File: config.mk
export PLATFORM = sky130hd
export DESIGN_NAME = dual_phase_pwm_timer
export DESIGN_NICKNAME = d
export VERILOG_FILES = /design/src/rtl/ptmr_pkg.sv /design/src/rtl/ptmr_regs.sv /design/src/rtl/ptmr_core.sv /design/src/rtl/dual_phase_pwm_timer.sv
export SDC_FILE = /design/constraint.sdc
export NUM_CORES = 1
export LEC_CHECK = 0
export BUFFER_PORTS_ARGS = -buffer_cell sky130_fd_sc_hd__buf_2
export CORE_ASPECT_RATIO = 1.5
export CORE_MARGIN = 8
export CORE_UTILIZATION = 61
export CTS_BUF_LIST = sky130_fd_sc_hd__clkbuf_8
export DETAILED_ROUTE_END_ITERATION = 10
export HOLD_SLACK_MARGIN = 0.05
export PLACE_DENSITY = 0.87
export SYNTH_ARGS = -nofsm -noshare
export SYNTH_HDL_FRONTEND = slang
export SYNTH_SLANG_ARGS = --single-unit
File: constraint.sdc
create_clock -name clk -period 2.6 [get_ports clk]
set_input_delay 0.13 -clock clk [delete_from_list [all_inputs] [get_ports clk]]
set_output_delay 0.13 -clock clk [all_outputs]
set_load 0.01 [all_outputs]
File: src/rtl/ptmr_pkg.sv
package ptmr_pkg;
  typedef enum logic [1:0] {
    REG_CTRL  = 2'd0,
    REG_LOW   = 2'd1,
    REG_HIGH  = 2'd2,
    REG_COUNT = 2'd3
  } reg_sel_e;

  localparam int CTRL_RUN_BIT  = 0;
  localparam int CTRL_AUTO_BIT = 1;
  localparam int CTRL_PWM_BIT  = 3;

  typedef struct packed {
    logic pwm;
    logic auto_rl;
    logic run;
  } ctrl_t;
endpackage

File: src/rtl/ptmr_regs.sv
module ptmr_regs
  import ptmr_pkg::*;
#(
  parameter int W = 32
) (
  input  logic         clk,
  input  logic         rst_n,
  input  logic         wr_en,
  input  logic [1:0]   addr,
  input  logic [W-1:0] wdata,
  input  logic [W-1:0] cnt_now,
  output logic [W-1:0] rdata,
  output ctrl_t        ctrl,
  output logic [W-1:0] low_rl,
  output logic [W-1:0] high_rl,
  output logic         start
);
  function automatic ctrl_t decode_ctrl(input logic [W-1:0] d);
    ctrl_t c;
    c.run     = d[CTRL_RUN_BIT];
    c.auto_rl = d[CTRL_AUTO_BIT];
    c.pwm     = d[CTRL_PWM_BIT];
    return c;
  endfunction

  function automatic logic [W-1:0] encode_ctrl(input ctrl_t c);
    logic [W-1:0] r;
    r = '0;
    r[CTRL_RUN_BIT]  = c.run;
    r[CTRL_AUTO_BIT] = c.auto_rl;
    r[CTRL_PWM_BIT]  = c.pwm;
    return r;
  endfunction

  logic wr_ctrl, wr_low, wr_high;
  ctrl_t ctrl_new;

  assign wr_ctrl  = wr_en && (addr == REG_CTRL);
  assign wr_low   = wr_en && (addr == REG_LOW);
  assign wr_high  = wr_en && (addr == REG_HIGH);
  assign ctrl_new = decode_ctrl(wdata);
  // a stopped-to-running write is the only event that arms the counter
  assign start    = wr_ctrl && ctrl_new.run && !ctrl.run;

  always_ff @(posedge clk or negedge rst_n) begin
    if (!rst_n) begin
      ctrl    <= '0;
      low_rl  <= '0;
      high_rl <= '0;
    end else begin
      if (wr_ctrl) ctrl    <= ctrl_new;
      if (wr_low)  low_rl  <= wdata;
      if (wr_high) high_rl <= wdata;
    end
  end

  always_comb begin
    unique case (addr)
      REG_CTRL: rdata = encode_ctrl(ctrl);
      REG_LOW:  rdata = low_rl;
      REG_HIGH: rdata = high_rl;
      default:  rdata = cnt_now;
    endcase
  end

  assert_low_write_R10: assert property (@(posedge clk) disable iff (!rst_n)
    wr_low |=> low_rl == $past(wdata));

  assert_high_write_R10: assert property (@(posedge clk) disable iff (!rst_n)
    wr_high |=> high_rl == $past(wdata));
endmodule

File: src/rtl/ptmr_core.sv
module ptmr_core
  import ptmr_pkg::*;
#(
  parameter int W = 32
) (
  input  logic         clk,
  input  logic         rst_n,
  input  ctrl_t        ctrl,
  input  logic [W-1:0] low_rl,
  input  logic [W-1:0] high_rl,
  input  logic         start,
  output logic [W-1:0] cnt,
  output logic         phase_hi,
  output logic         running,
  output logic         zero_hit
);
  localparam logic [W-1:0] ALL_ONES = '1;

  // value taken at a reload, given the phase that is about to begin
  function automatic logic [W-1:0] pick_reload(input ctrl_t c, input logic next_hi,
                                               input logic [W-1:0] lo,
                                               input logic [W-1:0] hi);
    if (!c.auto_rl)            return ALL_ONES;
    else if (c.pwm && next_hi) return hi;
    else                       return lo;
  endfunction

  logic         next_hi;
  logic [W-1:0] reload_val;

  assign running    = ctrl.run;
  assign zero_hit   = running && (cnt == '0);
  assign next_hi    = !phase_hi;
  assign reload_val = pick_reload(ctrl, next_hi, low_rl, high_rl);

  always_ff @(posedge clk or negedge rst_n) begin
    if (!rst_n) begin
      cnt      <= '0;
      phase_hi <= 1'b0;
    end else if (start) begin
      cnt      <= low_rl;
      phase_hi <= 1'b0;
    end else if (!running) begin
      phase_hi <= 1'b0;
    end else if (zero_hit) begin
      cnt      <= reload_val;
      phase_hi <= next_hi;
    end else begin
      cnt      <= cnt - W'(1);
    end
  end

  assert_start_low_R3: assert property (@(posedge clk) disable iff (!rst_n)
    start |=> (!phase_hi && cnt == $past(low_rl)));

  assert_idle_hold_R8: assert property (@(posedge clk) disable iff (!rst_n)
    (!running && !start) |=> $stable(cnt));

  assert_zero_flip_R5: assert property (@(posedge clk) disable iff (!rst_n)
    (running && zero_hit) |=> (!running || phase_hi != $past(phase_hi)));

  assert_count_step_R7: assert property (@(posedge clk) disable iff (!rst_n)
    (running && !zero_hit) |=> cnt == $past(cnt) - W'(1));
endmodule

File: src/rtl/dual_phase_pwm_timer.sv
module dual_phase_pwm_timer
  import ptmr_pkg::*;
#(
  parameter int W = 32
) (
  input  logic         clk,
  input  logic         rst_n,
  input  logic         wr_en,
  input  logic [1:0]   addr,
  input  logic [W-1:0] wdata,
  output logic [W-1:0] rdata,
  output logic         pwm_out,
  output logic         eoc
);
  ctrl_t        ctrl;
  logic [W-1:0] low_rl, high_rl, cnt;
  logic         start, phase_hi, running, zero_hit;

  ptmr_regs #(.W(W)) u_regs (
    .clk(clk), .rst_n(rst_n), .wr_en(wr_en), .addr(addr), .wdata(wdata),
    .cnt_now(cnt), .rdata(rdata), .ctrl(ctrl), .low_rl(low_rl),
    .high_rl(high_rl), .start(start)
  );

  ptmr_core #(.W(W)) u_core (
    .clk(clk), .rst_n(rst_n), .ctrl(ctrl), .low_rl(low_rl), .high_rl(high_rl),
    .start(start), .cnt(cnt), .phase_hi(phase_hi), .running(running),
    .zero_hit(zero_hit)
  );

  assign pwm_out = running && phase_hi;
  assign eoc     = zero_hit;

  assert_stopped_quiet_R8: assert property (@(posedge clk) disable iff (!rst_n)
    !running |-> (!pwm_out && !eoc));
endmodule

==> results of run 1 <==
==> worst max-delay path, stage by stage, from the launching register on <==
cell	delay (ns)
dfrtp_1	0.45
inv_1	0.10
ha_1	0.21
nor3b_4	0.30
and3_2	0.31
nand4_1	0.19
nor2_1	0.17
buf_2	0.16
==> Yosys cell counts, types with 2 or more instances <==
cell      count
dfrtp_1     100
mux2_2       94
nand2_1      93
a22o_1       29
a21oi_1      24
nand4_1      21
nor2_1       20
clkbuf_1     19
mux2i_1      17
xnor2_1      17
nand3_1      13
buf_1        10
nor3_1       10
o21ai_0      10
nor4_1        9
a32o_1        8
clkbuf_8      8
a31oi_1       5
buf_2         5
inv_1         5
xor2_1        5
a31o_1        4
a31o_2        4
buf_4         4
o22ai_1       4
o41ai_1       4
or4_1         4
a211oi_1      3
and3_1        3
mux4_2        3
nand4b_1      3
nor4_4        3
a211o_1       2
and4_1        2
buf_6         2
nand3b_1      2
nor2b_1       2
o211ai_1      2
or3_1         2
==> per-stage QoR <==
step	hold slack, ns	setup slack (ns)	instance area [µm²]	util [%]	total power, mW
after floorplan	-0.1656	0.4916	6242	-	3.965
after global placement	0.1926	0.2763	6598	65.83	4.391
after detailed placement	0.2115	0.1670	6598	65.83	4.498
after CTS	0.2517	0.1537	7152	71.36	5.634
after global routing	0.3266	0.04427	7161	71.45	5.970
final	0.2566	0.2033	7163	71.47	5.668
==> power by group <==
group	switching (mW)	internal (mW)
logic	0.943	1.01
registers	0.646	1.96
clock network	0.570	0.539
==> cell usage in the layout, fill, tap and decap left out, drive strengths merged, types with 5 or more instances in the layout <==
cell type,n
nor3,11
clkbuf,9
mux2i,17
nor4,13
a21oi,24
nor2,20
dfrtp,100
inv,6
xnor2,17
a22o,29
o21ai,10
a32o,8
a31o,8
dlygate4sd3,33
a31oi,5
xor2,5
nand4,22
or4,5
buf,94
mux2,94
nand2,93
nand3,13
==> cell type report <==
| cell class | instances | area (µm²) | area share (%) |
|---|---|---|---|
| antenna | 1 | 2.502 | 0.03493 |
| inverter | 5 | 18.77 | 0.2620 |
| clock inverter | 7 | 92.59 | 1.293 |
| tap | 117 | 146.4 | 2.044 |
| sequential | 100 | 2502 | 34.93 |
| clock buffer | 9 | 123.9 | 1.729 |
| timing repair buffer | 127 | 875.8 | 12.23 |
| multi-input combinational | 446 | 3401 | 47.48 |
==> cell families (layout without fill, tap and decap cells) <==
logic type,Yosys count,in the layout,share of synthesized area [%]
xor+xnor,22,22,3.087
fa+ha+maj,1,1,0.2004
simple gates,201,201,17.12
compound gates,108,108,12.85
buf+inv,55,148,5.893
mux,114,114,20.77
other cells,0,1,0
flops,100,100,40.09
==> layer usage <==
metal / up-vias / routed length [µm]
met4: 0 / 662
met1: 2707 / 6557
met2: 247 / 9399
met3: 68 / 991
met5: - / 0
li1: 2411 / -
==> worst min-delay path by stage <==
stage               slack (ns)  depth (start not counted)   from                  to
global placement          0.19                          1  rst_n  u_regs.high_rl[21]
detailed placement        0.21                          1  rst_n   u_regs.low_rl[25]
floorplan                -0.17                          0  rst_n       u_core.cnt[0]
finish                    0.26                          4  wr_en      u_regs.ctrl[1]
global route              0.33                          4  wr_en      u_regs.ctrl[1]
CTS                       0.25                          4  wr_en      u_regs.ctrl[1]
==> registers in the layout (all words and copies together) (netlist names) <==
register         cells
u_regs.high_rl      32
u_core.cnt          32
u_core.phase_hi      1
u_regs.low_rl       32
u_regs.ctrl          3
==> what timing repair did <==
action,4_1_cts,5_1_grt
buffers inserted,1,0
pin swaps,1,0
gates resized for setup,0,2
endpoints found under the hold margin,115,0
hold buffers,33,0
setup endpoints to repair,1,2
==> impl_metrics.env, run 1 <==
export IMPL_netlist_instances=601
export IMPL_synth_edf_count=0
export IMPL_fin_skew_ns=0.01491
export IMPL_finalSetupTns_ns=0
export IMPL_rr_startpoint="u_core.cnt[0]"
export IMPL_outcome="complete, no violations"
export IMPL_dr_total_vias=5433
export IMPL_yosysTopAreaCellShare_pct=40.09
export IMPL_endpoint_kind="output port"
export IMPL_routabilityCongestion=0.9081
export IMPL_dr_pass1_iters=5
export IMPL_place_inst=761
export IMPL_grt_pass1_wl_mm=28.72
export IMPL_grt_pass1_vias=5821
export IMPL_synthArstFlopShare_pct=100.0
export IMPL_timing_slew_headroom_pct=53.80
export IMPL_track_usage_pct=25.82
export IMPL_drive_gt1_share_pct=32.42
export IMPL_yosysWarnings=0
export IMPL_routed_via_density=6.691
export IMPL_required_ns=2.47
export IMPL_totalWireLength_mm=17.61
export IMPL_grt_remaining_overflow=0
export IMPL_fin_crit_sh_pct=92.18
export IMPL_path_max_fanout=6
export IMPL_tightestPinTransition_ns=0.6930
export IMPL_ir_drop_mv=0.4428
export IMPL_area_growth_pct=14.75
export IMPL_htreeDepth=3
export IMPL_max_cap_viol_count=0
export IMPL_cts_sinks=100
export IMPL_fmax_ghz=0.4172
export IMPL_syn_area_per_cell_um2=10.39
export IMPL_start_util_pct=62.28
export IMPL_gr_usage_met1_pct=28.15
export IMPL_finalSetupViolations=0
export IMPL_antenna_found_initial=0
export IMPL_routedWlPerCell_um=21.69
export IMPL_cp_startpoint="u_core.cnt[0]"
export IMPL_layout_nets=727
export IMPL_grt_busiest_layer="met2"
export IMPL_synth_seq_area_share_pct=40.09
export IMPL_critPathLaunchType="flip-flop"
export IMPL_rsz0062_at_grt="no"
export IMPL_reg2reg_depth=7
export IMPL_syn_nets=639
export IMPL_dp_hpwl_mm=11.50
export IMPL_grt_util_met2_pct=45.77
export IMPL_period_needed_ns=2.397
export IMPL_fin_cells=812
export IMPL_r2r_end="u_core.cnt[24]"
export IMPL_drv_slew=0
export IMPL_dieArea_um2=13790
export IMPL_drt_iter0_drc=431
export IMPL_ys_flop_type="dfrtp_1"
export IMPL_power_density_nw_per_um2=791.2
export IMPL_fp_dieW_um=98.60
export IMPL_die_y_um=139.9
export IMPL_hold_viol=0
export IMPL_min_path_type="in -> reg"
export IMPL_synth_top_area_cell="dfrtp_1"
export IMPL_cts_tree="yes"
export IMPL_yosysUniqueCellTypes=65
export IMPL_clk_pin_slew_ns=0.10
export IMPL_io_pins=71
export IMPL_worstSetupPathType="reg -> out"
export IMPL_critPathCapture="eoc"
export IMPL_port_buffers=70
export IMPL_syn_cell_area_um2=6242
export IMPL_antenna_left=0
export IMPL_ys_ff_latch=100
export IMPL_clock_path_buffers=2
export IMPL_r2r_slack_ns=0.29
export IMPL_fillers=755
export IMPL_met3_usage_pct=4.018
export IMPL_worstSkewPairLatency_ns=0.39
export IMPL_core_area_um2=10020
export IMPL_ys_top_cells_by_area="dfrtp_1, mux2_2, nand2_1"
export IMPL_grt_max_degree=52
export IMPL_cts_root_buf="clkbuf_8"
export IMPL_critPathArrivalTime_ns=2.27
export IMPL_p_leak_nw=3.111
export IMPL_fp_row_count=45
export IMPL_cts_buffers=9
export IMPL_drc_errors=0
(Power assumes the default switching activity.)
==> inputs of run 2 (changes only) <==
--- a/config.mk
+++ b/config.mk
@@ -6,7 +6,7 @@
 export NUM_CORES = 1
 export LEC_CHECK = 0
 export BUFFER_PORTS_ARGS = -buffer_cell sky130_fd_sc_hd__buf_2
-export CORE_ASPECT_RATIO = 1.5
+export CORE_ASPECT_RATIO = 2
 export CORE_MARGIN = 8
 export CORE_UTILIZATION = 61
 export CTS_BUF_LIST = sky130_fd_sc_hd__clkbuf_8
==> run 2 against run 1 <==
Worst hold slack worse by 0.0023 ns. Total power is 2.7% lower. Sequential power hardly changed. Flip-flop and latch count stayed put. Maximum frequency is 6.1% lower. Critical path depth is 1 higher. Combinational power is 5% higher. Core utilization is 0.17 points higher. Count of clock-buffer cells in the layout stayed put. Clock power is 20% lower. Critical path type is now reg -> reg. Critical endpoint is now u_core.cnt[7].
==> impl_metrics.env, run 2 (synthesis gave the netlist of run 1 again) <==
export IMPL_area_growth_pct=14.99
export IMPL_period_needed_ns=2.553
export IMPL_place_inst=784
export IMPL_rsz0062_at_grt="no"
export IMPL_worstSkewPairLatency_ns=0.38
export IMPL_routed_via_density=6.508
export IMPL_drc_errors=0
export IMPL_routabilityCongestion=0.9722
export IMPL_io_pins=71
export IMPL_dp_hpwl_mm=12.15
export IMPL_clock_path_buffers=2
export IMPL_final_cell_mix="dfrtp_1, mux2_2, nand2_1, buf_2, dlygate4sd3_1"
export IMPL_switching_share_pct=39.45
export IMPL_cts_sinks=100
export IMPL_power_density_nw_per_um2=768.5
export IMPL_grt_pass1_vias=5723
export IMPL_clk_pin_slew_ns=0.09
export IMPL_cts_tree="yes"
export IMPL_hold_viol=0
export IMPL_timing_slew_headroom_pct=49.64
export IMPL_antenna_found_initial=0
export IMPL_cts_root_buf="clkbuf_8"
export IMPL_drv_slew=0
export IMPL_seq_power_share_pct=46.8
export IMPL_setup_ws_ns=0.04692
export IMPL_p_comb_share_pct=37.1
export IMPL_max_stage_delay_ns=0.53
export IMPL_fp_dieW_um=87.53
export IMPL_reg_top3="u_core.cnt x32, u_regs.high_rl x32, u_regs.low_rl x32"
export IMPL_p_switching_mw=2.176
export IMPL_track_usage_pct=26.33
export IMPL_finalSetupTns_ns=0
export IMPL_min_path_type="in -> reg"
export IMPL_fp_row_count=52
export IMPL_start_util_pct=62.30
export IMPL_tightestPinTransition_ns=0.7554
export IMPL_dr_total_vias=5428
export IMPL_fmax_ghz=0.3917
export IMPL_clkPwrFrac_pct=16.2
export IMPL_required_ns=2.81
export IMPL_critPathLaunchType="flip-flop"
export IMPL_path_max_fanout=9
export IMPL_dieArea_um2=13920
export IMPL_cts_repair_resized=0
export IMPL_mostFrequentLayoutCell="dfrtp_1"
export IMPL_layout_nets=732
export IMPL_routedWlPerCell_um=21.47
export IMPL_fin_cells=834
export IMPL_antenna_left=0
export IMPL_fin_crit_sh_pct=98.20
export IMPL_worstSetupPathType="reg -> reg"
export IMPL_grt_remaining_overflow=0
export IMPL_critPathSlowestCell="nor2_1"
export IMPL_outcome="complete, no violations"
export IMPL_port_buffers=70
export IMPL_final_core_util_pct=71.64
export IMPL_crit_buf_inv=2
export IMPL_drt_iter0_drc=442
export IMPL_post_place_ws_ns=0.1482
export IMPL_fin_skew_ns=0.01185
export IMPL_n_antenna_cell=0
export IMPL_critPathArrivalTime_ns=2.77
export IMPL_finalSetupViolations=0
export IMPL_htreeDepth=3
export IMPL_ir_drop_mv=0.4062
export IMPL_internal_power_mw=3.340
export IMPL_dr_pass1_iters=7
export IMPL_die_y_um=159.1
export IMPL_endpoint_kind="flip-flop"
export IMPL_crit_family="simple AND/OR/NAND/NOR gates"
export IMPL_cts_buffers=9
export IMPL_core_area_um2=10020
export IMPL_max_cap_viol_count=0
export IMPL_crit_chain="inv_1 -> ha_1 -> nor3b_2 -> and3_2 -> and4_1 -> buf_4 -> nor2_1 -> a21boi_0"
export IMPL_grt_pass1_wl_mm=28.76
export IMPL_drive_gt1_share_pct=32.62
export IMPL_p_leak_nw=3.113
export IMPL_grt_max_degree=54
export IMPL_totalWireLength_mm=17.91
-- run 2: power groups by stage --
stage	sequential [mW]	combinational, mW	clock [mW]
4_1_cts	2.56	2.03	0.903
6_report	2.58	2.04	0.892
3_3_place_gp	2.55	1.91	0
2_1_floorplan	2.36	1.60	0
5_1_grt	2.64	2.23	0.952
3_5_place_dp	2.58	1.98	0
-- run 2: layout make-up --
class | instances | area [µm²]
clock buffers | 9 | 123.9
inverters | 5 | 18.77
fillers | 729 | 2841
well taps | 135 | 168.9
repair buffers | 132 | 925.9
clock inverters | 7 | 46.29
flip-flops and latches | 100 | 2502
multi-input cells | 446 | 3392
-- run 2: worst min-delay path, delay by kind of cell --
family	cells	cell delay [ns]
and+or+nand+nor	2	0.24
AOI/OAI and AO/OA	1	0.07
buffers and inverters	1	0.14
-- run 2: through the flow --
stage | hold slack (ns) | cell area, µm² | total power [mW]
4_1_cts | 0.2465 | 7178 | 5.496
2_1_floorplan | -0.1656 | 6242 | 3.965
5_1_grt | 0.2828 | 7178 | 5.819
6_report | 0.2543 | 7178 | 5.516
3_5_place_dp | 0.2178 | 6670 | 4.565
3_3_place_gp | 0.2098 | 6670 | 4.459
-- run 2: path summary, 6_finish.rpt --
path,startpoint,to,slack (ns),depth (start not counted)
setup / recovery,u_core.cnt[0],u_core.cnt[7],0.05,8
hold / removal,wr_en,u_regs.ctrl[1],0.25,4
setup reg to reg,u_core.cnt[0],u_core.cnt[7],0.05,8
hold reg to reg,u_regs.high_rl[27],u_regs.high_rl[27],0.54,1
max in group asynchronous,rst_n,u_regs.low_rl[9],1.56,3
min in group asynchronous,rst_n,u_regs.low_rl[22],0.34,2
-- run 2: routing by layer --
metal,GRT usage (%),routed length (µm)
met5,0,0
met3,3.826,819
met1,28.84,6577
met4,14.84,776
met2,46.11,9737
-- run 2: what timing repair did --
action,CTS,global route
buffers inserted,1,0
hold buffers,33,0
setup endpoints to repair,1,0
hold endpoints to repair,117,0
==> inputs of run 3 (changes only) <==
--- a/config.mk
+++ b/config.mk
@@ -9,7 +9,7 @@
 export CORE_ASPECT_RATIO = 2
 export CORE_MARGIN = 8
 export CORE_UTILIZATION = 61
-export CTS_BUF_LIST = sky130_fd_sc_hd__clkbuf_8
+export CTS_BUF_LIST = sky130_fd_sc_hd__clkbuf_4
 export DETAILED_ROUTE_END_ITERATION = 10
 export HOLD_SLACK_MARGIN = 0.05
 export PLACE_DENSITY = 0.87
==> run 3 against run 2 <==
Highest routed layer unchanged. Largest cell class unchanged. Via count decreased by 0.99%. Flip-flop and latch count is the same. Worst setup slack better by 0.061 ns. Core utilization shrank 0.17 points. Critical endpoint unchanged.
==> impl_metrics.env, run 3 (synthesis gave the netlist of run 1 again) <==
export IMPL_ir_drop_mv=0.5884
export IMPL_mostFrequentLayoutCell="dfrtp_1"
export IMPL_required_ns=2.92
export IMPL_drive_gt1_share_pct=33.38
export IMPL_cts_sinks=100
export IMPL_layout_nets=734
export IMPL_r2r_end="u_core.cnt[7]"
export IMPL_io_pins=71
export IMPL_min_path_type="in -> reg"
export IMPL_final_cell_mix="dfrtp_1, mux2_2, nand2_1, buf_2, dlygate4sd3_1"
export IMPL_fp_dieW_um=87.53
export IMPL_routedWlPerCell_um=21.15
export IMPL_final_core_util_pct=71.47
export IMPL_fmax_ghz=0.4012
export IMPL_finalSetupTns_ns=0
export IMPL_p_leak_nw=3.100
export IMPL_grt_pass1_vias=5746
export IMPL_timing_slew_headroom_pct=51.71
export IMPL_port_buffers=70
export IMPL_totalWireLength_mm=17.70
export IMPL_endpoint_kind="flip-flop"
export IMPL_die_y_um=159.1
export IMPL_clk_pin_slew_ns=0.14
export IMPL_cts_root_buf="clkbuf_4"
export IMPL_routabilityCongestion=0.9722
export IMPL_worstSkewPairLatency_ns=0.48
export IMPL_dp_hpwl_mm=12.15
export IMPL_core_area_um2=10020
export IMPL_reg2reg_depth=8
export IMPL_tightestPinTransition_ns=0.7244
export IMPL_power_density_nw_per_um2=752.2
export IMPL_period_needed_ns=2.492
export IMPL_finalSetupViolations=0
export IMPL_critPathLaunchType="flip-flop"
export IMPL_drv_slew=0
export IMPL_antenna_found_initial=1
export IMPL_path_max_fanout=9
export IMPL_clock_path_buffers=2
export IMPL_area_growth_pct=14.71
export IMPL_grt_remaining_overflow=0
export IMPL_r2r_slack_ns=0.11
export IMPL_fin_skew_ns=0.02001
export IMPL_drc_errors=0
export IMPL_cp_startpoint="u_core.cnt[0]"
export IMPL_rr_startpoint="u_core.cnt[0]"
export IMPL_max_cap_viol_count=0
export IMPL_dr_total_vias=5374
export IMPL_dieArea_um2=13920
export IMPL_dr_pass1_iters=5
export IMPL_critPathArrivalTime_ns=2.81
export IMPL_cts_buffers=9
export IMPL_worstSetupPathType="reg -> reg"
export IMPL_outcome="complete, no violations"
export IMPL_track_usage_pct=26.11
export IMPL_drt_iter0_drc=403
export IMPL_grt_max_degree=54
export IMPL_critPathCapture="u_core.cnt[7]"
export IMPL_antenna_left=0
export IMPL_reg_top3="u_core.cnt x32, u_regs.high_rl x32, u_regs.low_rl x32"
export IMPL_rsz0062_at_grt="no"
export IMPL_htreeDepth=3
export IMPL_fp_row_count=52
export IMPL_cts_tree="yes"
export IMPL_start_util_pct=62.30
export IMPL_fin_crit_sh_pct=95.86
export IMPL_grt_pass1_wl_mm=28.48
export IMPL_routed_via_density=6.421
export IMPL_hold_viol=0
==> run 3: cell types whose count changed in the layout (fill, tap and decap cells not counted), sizes merged <==
cell	previous run	this run
diode	0	1
buf	99	101
clkbuf	9	11
inv	7	5
==> run 3: cell type report <==
class                   count  area [µm²]
flip-flops and latches    100        2502
repair buffers            134       940.9
fillers                   736        2859
diodes                      1       2.502
inverters                   5       18.77
clock buffers              11       82.58
clock inverters             5       38.79
well taps                 135       168.9
multi-input cells         446        3406
==> run 3: worst min path at each step <==
stage	startpoint	end	slack [ns]	cells after the start
after floorplan	rst_n	u_core.cnt[0]	-0.17	0
after global placement	rst_n	u_regs.high_rl[25]	0.21	1
after detailed placement	rst_n	u_regs.high_rl[21]	0.22	1
after CTS	wr_en	u_regs.ctrl[1]	0.13	4
after global routing	wr_en	u_regs.ctrl[1]	0.17	4
final	wr_en	u_regs.ctrl[1]	0.14	4
==> run 3: metal layers <==
layer | part of all wire, % | GRT usage [%] | vias to the layer above | routed length, µm
met2 | 54 | 45.42 | 225 | 9639
li1 | - | - | 2423 | -
met1 | 36 | 28.32 | 2661 | 6403
met5 | 0 | 0 | - | 0
met3 | 4.8 | 4.033 | 65 | 857
met4 | 4.5 | 15.79 | 0 | 799
==> run 3: stage by stage <==
step	hold slack [ns]	instances	power, mW	setup slack [ns]	cell area (µm²)
after floorplan	-0.1656	601	3.965	0.4916	6242
after global placement	0.2098	784	4.459	0.3065	6670
after detailed placement	0.2178	784	4.565	0.1482	6670
after CTS	0.1299	834	5.342	0.03478	7129
after global routing	0.1689	837	5.685	0.01721	7161
final	0.1397	837	5.386	0.1077	7161
==> run 3: power by group <==
group | switching [mW] | total [mW] | internal, mW
registers | 0.621 | 2.58 | 1.96
clock network | 0.531 | 0.750 | 0.219
logic | 1.00 | 2.06 | 1.05
==> run 3: critical path: stages, from the launching register on <==
cell and delay, ns:
dfrtp_1 0.47, inv_1 0.11, ha_1 0.25, nor3b_4 0.18
and3_2 0.25, and4_1 0.21, buf_4 0.18, nor2_1 0.51
a21boi_0 0.19
==> run 3: timing repair <==
action	in CTS	in global routing
buffers inserted	1	2
gates resized for setup	0	3
pin swaps	1	1
setup endpoints to repair	1	1
hold buffers	33	0
endpoints found under the hold margin	118	0
